<file path="src/rtl/cfc_pkg.sv">
package cfc_pkg;
  typedef enum logic [1:0] {
    ST_IDLE   = 2'd0,
    ST_SINGLE = 2'd1,
    ST_FILL   = 2'd2
  } cfc_state_e;
endpackage

</file>
<file path="src/rtl/cfc_flush_sync.sv">
module cfc_flush_sync #(
  parameter int SYNC_STAGES = 2
) (
  input  logic clk_i,
  input  logic rst_ni,
  input  logic flush_ni,
  output logic flush_o,
  output logic test_mode_o
);
  logic [SYNC_STAGES-1:0] sync_q;
  logic                   prev_low_q;
  logic                   flush_q;
  logic                   test_mode_q;
  logic                   flush_low;

  // synchronizer runs through reset so test mode can be captured
  generate
    if (SYNC_STAGES == 1) begin : g_one
      always_ff @(posedge clk_i) sync_q <= flush_ni;
    end else begin : g_many
      always_ff @(posedge clk_i) sync_q <= {sync_q[SYNC_STAGES-2:0], flush_ni};
    end
  endgenerate

  assign flush_low = ~sync_q[SYNC_STAGES-1];

  always_ff @(posedge clk_i) begin
    prev_low_q <= flush_low;
    if (!rst_ni) test_mode_q <= flush_low;
  end

  always_ff @(posedge clk_i or negedge rst_ni) begin
    if (!rst_ni) flush_q <= 1'b0;
    else         flush_q <= flush_low & ~prev_low_q;
  end

  assign flush_o     = flush_q;
  assign test_mode_o = test_mode_q;

  assert_flush_pulse_R5: assert property (@(posedge clk_i) disable iff (!rst_ni)
    flush_q |=> !flush_q);
  assert_test_mode_hold_R6: assert property (@(posedge clk_i) disable iff (!rst_ni)
    rst_ni |=> $stable(test_mode_q));
endmodule

</file>
<file path="src/rtl/cfc_fill_fsm.sv">
module cfc_fill_fsm
  import cfc_pkg::*;
#(
  parameter int BEATS = 4
) (
  input  logic clk_i,
  input  logic rst_ni,
  input  logic cycle_start_i,
  input  logic read_i,
  input  logic cacheable_i,
  input  logic locked_i,
  input  logic cache_en_ni,
  input  logic rdy_i,
  output logic accept_o,
  output logic fill_active_o,
  output logic line_commit_o
);
  localparam int BW = (BEATS > 1) ? $clog2(BEATS) : 1;
  localparam logic [BW-1:0] LAST_BEAT = BW'(BEATS - 1);

  cfc_state_e    state_q, state_d;
  logic [BW-1:0] beat_q, beat_d;
  logic          ken_q;
  logic          commit_q, commit_d;
  logic          fill_req;

  assign accept_o = (state_q == ST_IDLE) && cycle_start_i;
  assign fill_req = read_i & cacheable_i & ~locked_i & ~cache_en_ni;

  always_comb begin
    state_d  = state_q;
    beat_d   = beat_q;
    commit_d = 1'b0;
    unique case (state_q)
      ST_IDLE: if (cycle_start_i) begin
        beat_d  = '0;
        state_d = fill_req ? ST_FILL : ST_SINGLE;
      end
      ST_SINGLE: if (rdy_i) state_d = ST_IDLE;
      ST_FILL: if (rdy_i) begin
        if (beat_q == LAST_BEAT) begin
          state_d  = ST_IDLE;
          commit_d = ken_q; // enable seen one clock before final ready
        end else begin
          beat_d = beat_q + 1'b1;
        end
      end
      default: state_d = ST_IDLE;
    endcase
  end

  always_ff @(posedge clk_i or negedge rst_ni) begin
    if (!rst_ni) begin
      state_q  <= ST_IDLE;
      beat_q   <= '0;
      ken_q    <= 1'b0;
      commit_q <= 1'b0;
    end else begin
      state_q  <= state_d;
      beat_q   <= beat_d;
      ken_q    <= ~cache_en_ni;
      commit_q <= commit_d;
    end
  end

  assign fill_active_o = (state_q == ST_FILL);
  assign line_commit_o = commit_q;

  assert_locked_no_fill_R3: assert property (@(posedge clk_i) disable iff (!rst_ni)
    (accept_o && locked_i) |=> !fill_active_o);
  assert_commit_single_R4: assert property (@(posedge clk_i) disable iff (!rst_ni)
    commit_q |=> !commit_q);
  assert_commit_after_fill_R4: assert property (@(posedge clk_i) disable iff (!rst_ni)
    commit_q |-> $past(state_q == ST_FILL));
  assert_fill_start_R1: assert property (@(posedge clk_i) disable iff (!rst_ni)
    (accept_o && fill_req) |=> fill_active_o);
endmodule

</file>
<file path="src/rtl/cfc_attr_sel.sv">
module cfc_attr_sel (
  input  logic clk_i,
  input  logic rst_ni,
  input  logic accept_i,
  input  logic paging_en_i,
  input  logic unpaged_i,
  input  logic pg_pcd_i,
  input  logic pg_pwt_i,
  input  logic cr_pcd_i,
  input  logic cr_pwt_i,
  input  logic cache_dis_i,
  input  logic hold_i,
  output logic pcd_o,
  output logic pwt_o,
  output logic attr_oe_o
);
  logic use_page, pcd_d, pwt_d;
  logic pcd_q, pwt_q, oe_q;

  assign use_page = paging_en_i & ~unpaged_i;
  assign pcd_d    = (use_page ? pg_pcd_i : cr_pcd_i) & ~cache_dis_i;
  assign pwt_d    = use_page ? pg_pwt_i : cr_pwt_i;

  always_ff @(posedge clk_i or negedge rst_ni) begin
    if (!rst_ni) begin
      pcd_q <= 1'b0;
      pwt_q <= 1'b0;
      oe_q  <= 1'b1;
    end else begin
      if (accept_i) begin
        pcd_q <= pcd_d;
        pwt_q <= pwt_d;
      end
      oe_q <= ~hold_i;
    end
  end

  assign pcd_o     = pcd_q;
  assign pwt_o     = pwt_q;
  assign attr_oe_o = oe_q;

  assert_pcd_mask_R8: assert property (@(posedge clk_i) disable iff (!rst_ni)
    (accept_i && cache_dis_i) |=> !pcd_q);
  assert_attr_hold_R7: assert property (@(posedge clk_i) disable iff (!rst_ni)
    !accept_i |=> ($stable(pcd_q) && $stable(pwt_q)));
  assert_oe_hold_R9: assert property (@(posedge clk_i) disable iff (!rst_ni)
    hold_i |=> !oe_q);
endmodule

</file>
<file path="src/rtl/cache_fill_ctrl.sv">
module cache_fill_ctrl #(
  parameter int BEATS       = 4,
  parameter int SYNC_STAGES = 2
) (
  input  logic clk_i,
  input  logic rst_ni,
  input  logic cycle_start_i,
  input  logic read_i,
  input  logic cacheable_i,
  input  logic locked_i,
  input  logic cache_en_ni,
  input  logic rdy_i,
  input  logic flush_ni,
  input  logic paging_en_i,
  input  logic unpaged_i,
  input  logic pg_pcd_i,
  input  logic pg_pwt_i,
  input  logic cr_pcd_i,
  input  logic cr_pwt_i,
  input  logic cache_dis_i,
  input  logic hold_i,
  output logic fill_active_o,
  output logic line_commit_o,
  output logic flush_o,
  output logic test_mode_o,
  output logic pcd_o,
  output logic pwt_o,
  output logic attr_oe_o
);
  logic accept;

  cfc_fill_fsm #(.BEATS(BEATS)) u_fsm (
    .clk_i, .rst_ni, .cycle_start_i, .read_i, .cacheable_i, .locked_i,
    .cache_en_ni, .rdy_i,
    .accept_o      (accept),
    .fill_active_o (fill_active_o),
    .line_commit_o (line_commit_o)
  );

  cfc_flush_sync #(.SYNC_STAGES(SYNC_STAGES)) u_flush (
    .clk_i, .rst_ni, .flush_ni,
    .flush_o     (flush_o),
    .test_mode_o (test_mode_o)
  );

  cfc_attr_sel u_attr (
    .clk_i, .rst_ni,
    .accept_i (accept),
    .paging_en_i, .unpaged_i, .pg_pcd_i, .pg_pwt_i, .cr_pcd_i, .cr_pwt_i,
    .cache_dis_i, .hold_i,
    .pcd_o     (pcd_o),
    .pwt_o     (pwt_o),
    .attr_oe_o (attr_oe_o)
  );
endmodule

</file>
<file path="config.mk">
export PLATFORM = sky130hd
export DESIGN_NAME = cache_fill_ctrl
export DESIGN_NICKNAME = d
export VERILOG_FILES = /design/src/rtl/cfc_pkg.sv /design/src/rtl/cfc_flush_sync.sv /design/src/rtl/cfc_fill_fsm.sv /design/src/rtl/cfc_attr_sel.sv /design/src/rtl/cache_fill_ctrl.sv
export SDC_FILE = /design/constraint.sdc
export NUM_CORES = 1
export LEC_CHECK = 0
export BUFFER_PORTS_ARGS = -buffer_cell sky130_fd_sc_hd__buf_2
export CAP_MARGIN = 20
export CORE_AREA = 2 2 39 41
export CTS_CLUSTER_SIZE = 20
export DETAILED_ROUTE_END_ITERATION = 10
export DIE_AREA = 0 0 41 43
export PLACE_DENSITY = 0.74
export SLEW_MARGIN = 5
export SYNTH_ARGS = -nofsm -noshare
export SYNTH_HDL_FRONTEND = slang
export SYNTH_HIERARCHICAL = 1
export SYNTH_SLANG_ARGS = --single-unit
</file>
<file path="constraint.sdc">
create_clock -name clk_i -period 1.7 [get_ports clk_i]
set_input_delay 0.34 -clock clk_i [delete_from_list [all_inputs] [get_ports clk_i]]
set_output_delay 0.34 -clock clk_i [all_outputs]
set_load 0.05 [all_outputs]
</file>
# [Yosys cells after proc, flatten, opt, wreduce, memory -nomap -nowiden]
# Index checks and enable logic that the tools add are counted.
[word_totals] latchBits=0 n_memories=0 ramBits=0 elab_cells=53 inputBits=17 register_bits=14 out_inout_bits=7 rom_bits=0
[classes] div_mod_pow=0 addsub=1 n_lt_le_gt_ge=0 shifts=0 muxes=15 n_reduce_logical=5 mul=0 bitwise_logic=13 n_eq_ne=8
[op_table] op="2-to-1 mux 2 bit" count=8
[op_table] op="inequality test 2 bit, second input constant" count=4
[op_table] op="AND reduction 4 bit" count=2
[op_table] op="NOT 1 bit" count=7
[op_table] op="bitwise AND 1 bit" count=6
[op_table] op="case mux 2 bit (3 select lines)" count=1
[op_table] op="2-to-1 mux 1 bit" count=5
[op_table] op="== test 2 bit, second input constant" count=2
[op_table] op="case mux 2 bit (2 select lines)" count=1
[op_table] op="adder 2 x 1 -> 2 bit, second input constant" count=1
[op_table] op="== test 2 x 1 -> 1 bit, second input constant" count=1
[op_table] op="zero test 2 bit" count=1
[op_table] op="inequality test 2 x 1 -> 1 bit, second input constant" count=1
[op_table] op="nonzero test 2 bit" count=1
[op_table] op="logical AND 1 bit" count=1

# [Longest topological paths before layout]
[logic_depth] depth_word=6 depth_mapped=4 depth_no_buf=4

# [Modules after synthesis]
# Netlist, hierarchy kept.
[by_module_without_submodules] module="cfc_fill_fsm" cells_each=25 instances=1 area_per_inst_um2=279.0 seq_area_each_um2=150.1
[by_module_without_submodules] module="cfc_attr_sel" cells_each=12 instances=1 area_per_inst_um2=138.9 seq_area_each_um2=76.3
[by_module_without_submodules] module="cfc_flush_sync" cells_each=8 instances=1 area_per_inst_um2=126.4 seq_area_each_um2=115.1

# [Worst setup path before layout]
# No wires, ideal clock.
[synth_timing] kind="register to register" from="register u_fsm.state_q[0]" to="register u_fsm.commit_q, in the netlist u_fsm/line_commit_o" slack_ns=0.223 path_stages_with_launch=3 t_required_ns=1.630 synth_period_minus_slack_ns=1.477 arrival_time_ns=1.406 path_buffers=0 setup_ns=0.070 path_cell_list="dfrtp_1 -> nor2b_1 -> and4_1"
[synth_via] elab_chain_len=2
[synth_lines] element="start: declaration" line_no="cfc_fill_fsm.sv:21" rtl="cfc_state_e state_q, state_d;"
[synth_lines] element="start signal: assignment" line_no="cfc_fill_fsm.sv:59" rtl="state_q <= state_d;"
[synth_lines] element="== test 2 bit"
[synth_lines] element="named net fill_active_o" line_no="cache_fill_ctrl.sv:22" rtl="output logic fill_active_o,"
[synth_lines] element="2-to-1 mux 1 bit" line_no="cfc_fill_fsm.sv:34" rtl="unique case (state_q)"
[synth_lines] element="named net u_fsm.commit_d" line_no="cfc_fill_fsm.sv:24" rtl="logic commit_q, commit_d;"
[synth_lines] element="end signal: assignment" line_no="cfc_fill_fsm.sv:62" rtl="commit_q <= commit_d;"
[synth_lines] element="end: declaration" line_no="cfc_fill_fsm.sv:24"
# The timed path passes the listed nets, and every way through them passes these cells.
# A chain may end at the register's enable or synchronous reset.

# [Final worst setup path]
[layout_timing] from="register u_fsm.state_q[0]" to="output fill_active_o"
[layout_via] elab_chain_len=1
[layout_lines] element="== test 2 bit" line_no="cfc_fill_fsm.sv:66" rtl="assign fill_active_o = (state_q == ST_FILL);"
[layout_lines] element="end: declaration" line_no="cache_fill_ctrl.sv:22"
# Every way passes these cells.

==> results.sh <==
export IMPL_initial_core_util_pct=39.3
export IMPL_grt_overflow=0
export IMPL_critPathKind="flip-flop to primary output"
export IMPL_num_vias=438
export IMPL_first_iter_violations=4
export IMPL_die_h_um=43
export IMPL_area_growth_syn_to_layout_pct=34.7
export IMPL_hold_buffers=1
export IMPL_synth_top_area_share_pct=41.4
export IMPL_fin_setup_tns_ns=0
export IMPL_hp_class="input port to flip-flop"
export IMPL_path_cells="nor2b_1 > buf_2"
export IMPL_rsz0062_at_grt="false"
export IMPL_drv_slew=0
export IMPL_worstMarginPinSlew_ns=0.299
export IMPL_die_area_um2=1760
export IMPL_yosys_top_cells_area="dfrtp_1 (41%), dfxtp_1 (11%), edfxtp_1 (5.5%), dfstp_2 (4.8%), inv_1 (4.1%)"
export IMPL_grt_util_met2_pct=23.8
export IMPL_placementRows=14
export IMPL_syn_area_um2=544
export IMPL_status="complete, no violations"
export IMPL_drt_total_wl_um=965
export IMPL_n_antenna_cell=0
export IMPL_io_pins=24
export IMPL_power_density_nw_per_um2=1060
export IMPL_wl_per_cell_um=10.7
export IMPL_mostFrequentLayoutCells="buf_2 (23), dfrtp_1 (9), inv_1 (6)"
export IMPL_cts_resized=0
export IMPL_max_stage_delay_ns=0.45
export IMPL_cts_buffers=3
export IMPL_grt_pass1_vias=416
export IMPL_start_kind="flip-flop"
export IMPL_synthCells=45
export IMPL_crit_fanout=6
export IMPL_period_needed_ns=1.49
export IMPL_cp_required_ns=1.36
export IMPL_worst_setup_path_end_kind="primary output"
export IMPL_maxCapViolCount=0
export IMPL_cts_tree="done"
export IMPL_die_w_um=41
export IMPL_cp_data_arrival_time_ns=1.15
export IMPL_path_clk_slew_ns=0.08
export IMPL_max_slew_margin_pct=79.8
export IMPL_final_hold_viol_count=0
export IMPL_final_nets=93
export IMPL_antenna_left=0
export IMPL_cts_sinks=14
export IMPL_fin_total_pwr_uw=775
export IMPL_first_pass_iters=5
export IMPL_antenna_found_initial=0
export IMPL_globalplace_congestion=0.735
export IMPL_yosysUniqueCellTypes=21
export IMPL_clock_latency_ns=0.27
export IMPL_h_tree_depth=1
export IMPL_drc=0
export IMPL_period_share_pct=87.5
export IMPL_yosysSeqAreaShare_pct=62.8
export IMPL_root_buffer="clkbuf_4"
export IMPL_top_usage_layer="met2"
export IMPL_grt_max_degree=12
export IMPL_synth_seq_cells=14
export IMPL_setup_viol=0
export IMPL_crit_path_top_delay_cell="dfrtp_1"
export IMPL_synth_warnings=6
export IMPL_vias_per_cell=4.87
export IMPL_cts_buffer_depth=2
export IMPL_core_area_um2=1380
export IMPL_p_leak_nw=0.393
export IMPL_use_met1_pct=12.6
export IMPL_syn_num_nets=63
export IMPL_yosys_area_top_type="dfrtp_1"
export IMPL_drive_gt1_share_pct=43.2
export IMPL_grt_pass1_wl_mm=1.58
export IMPL_mostFrequentLayoutCell="buf_2"
export IMPL_worst_ir_drop_vdd_mv=0.480
export IMPL_fmax_ghz=0.673
export IMPL_cts_setup_buffers=0
export IMPL_grt_use_met3_pct=2.09
export IMPL_skew_ns=0.000369
export IMPL_numPortBuffers=23
export IMPL_grt_usage_pct=13.2
export IMPL_avgSynthCellArea_um2=12.1
[report_power, final]
group / total (mW) / internal (mW) / switching, mW
registers: 0.385 / 0.366 / 0.0191
logic: 0.162 / 0.0564 / 0.105
clock network: 0.229 / 0.130 / 0.0988
[state kept, by name (all words and copies together) (netlist names)]
register / flops
u_flush/sync_q: 2
u_flush/prev_low_q: 1
u_attr/pwt_o: 1
u_attr/pcd_o: 1
u_fsm/beat_q: 2
u_fsm/state_q: 2
u_flush/test_mode_o: 1
u_attr/attr_oe_o: 1
u_fsm/ken_q: 1
u_flush/flush_o: 1
u_fsm/line_commit_o: 1
[cells by family (layout without fill, tap and decap cells)]
| kind of cell | Yosys count | count (layout) | synth area share, % |
|---|---|---|---|
| fa+ha+maj | 1 | 1 | 2.30 |
| mux | 3 | 3 | 5.75 |
| flops | 14 | 14 | 62.8 |
| buf+inv | 6 | 35 | 4.14 |
| simple gates | 15 | 15 | 17.9 |
| compound gates | 6 | 6 | 7.13 |
[cell type report]
cell class                 instances  area [µm²]
timing repair buffer              25         133
fill                             133         651
sequential                        14         342
clock buffer                       4        36.3
multi-input combinational         25         180
inverter                           6        22.5
tap                               16        20.0
[cells in the mapped netlist (all sizes together)]
| master | instances |
|---|---|
| edfxtp | 1 |
| a21oi | 3 |
| nor2 | 3 |
| o22ai | 1 |
| a22o | 1 |
| nand2b | 4 |
| dfstp | 1 |
| nor3b | 1 |
| ha | 1 |
| nor2b | 1 |
| dfrtp | 9 |
| o311ai | 1 |
| nand2 | 3 |
| and4bb | 1 |
| and4 | 1 |
| dfxtp | 3 |
| mux2i | 2 |
| inv | 6 |
| or4 | 1 |
| mux2 | 1 |
[worst paths after layout]
| path | start | to | slack (ns) | cells past startpoint |
|---|---|---|---|---|
| max reg2reg | u_fsm/beat_q[0] | u_fsm/beat_q[0] | 0.31 | 4 |
| min reg2reg | u_flush/sync_q[0] | u_flush/sync_q[1] | 0.33 | 0 |
| max in group asynchronous | rst_ni | u_attr/attr_oe_o | 0.98 | 2 |
| max | u_fsm/state_q[0] | fill_active_o | 0.21 | 2 |
| min in group asynchronous | rst_ni | u_flush/flush_o | 0.46 | 2 |
| min | flush_ni | u_flush/sync_q[0] | 0.17 | 1 |
[critical path, delay by kind of cell, from the launching register on]
family        cells  cell delay, ns
flops             1            0.45
simple gates      1            0.15
buf+inv           1            0.28
[per-stage QoR]
step | cell area (µm²) | setup slack, ns | util (%) | instances | hold slack (ns)
final | 733 | 0.213 | 53.0 | 90 | 0.168
after CTS | 733 | 0.200 | 53.0 | 90 | 0.161
after global routing | 733 | 0.124 | 53.0 | 90 | 0.159
after floorplan | 544 | 0.223 | - | 45 | 0.0444
after global placement | 687 | 0.381 | 49.6 | 85 | 0.215
after detailed placement | 687 | 0.326 | 49.6 | 85 | 0.216
[per-layer routing]
layer | wire, µm | part of all wire [%]
met5 | 0 | 0
met4 | 0 | 0
met3 | 83 | 8.6
met2 | 529 | 55
met1 | 353 | 37
Power figures use the tool's default switching activity.
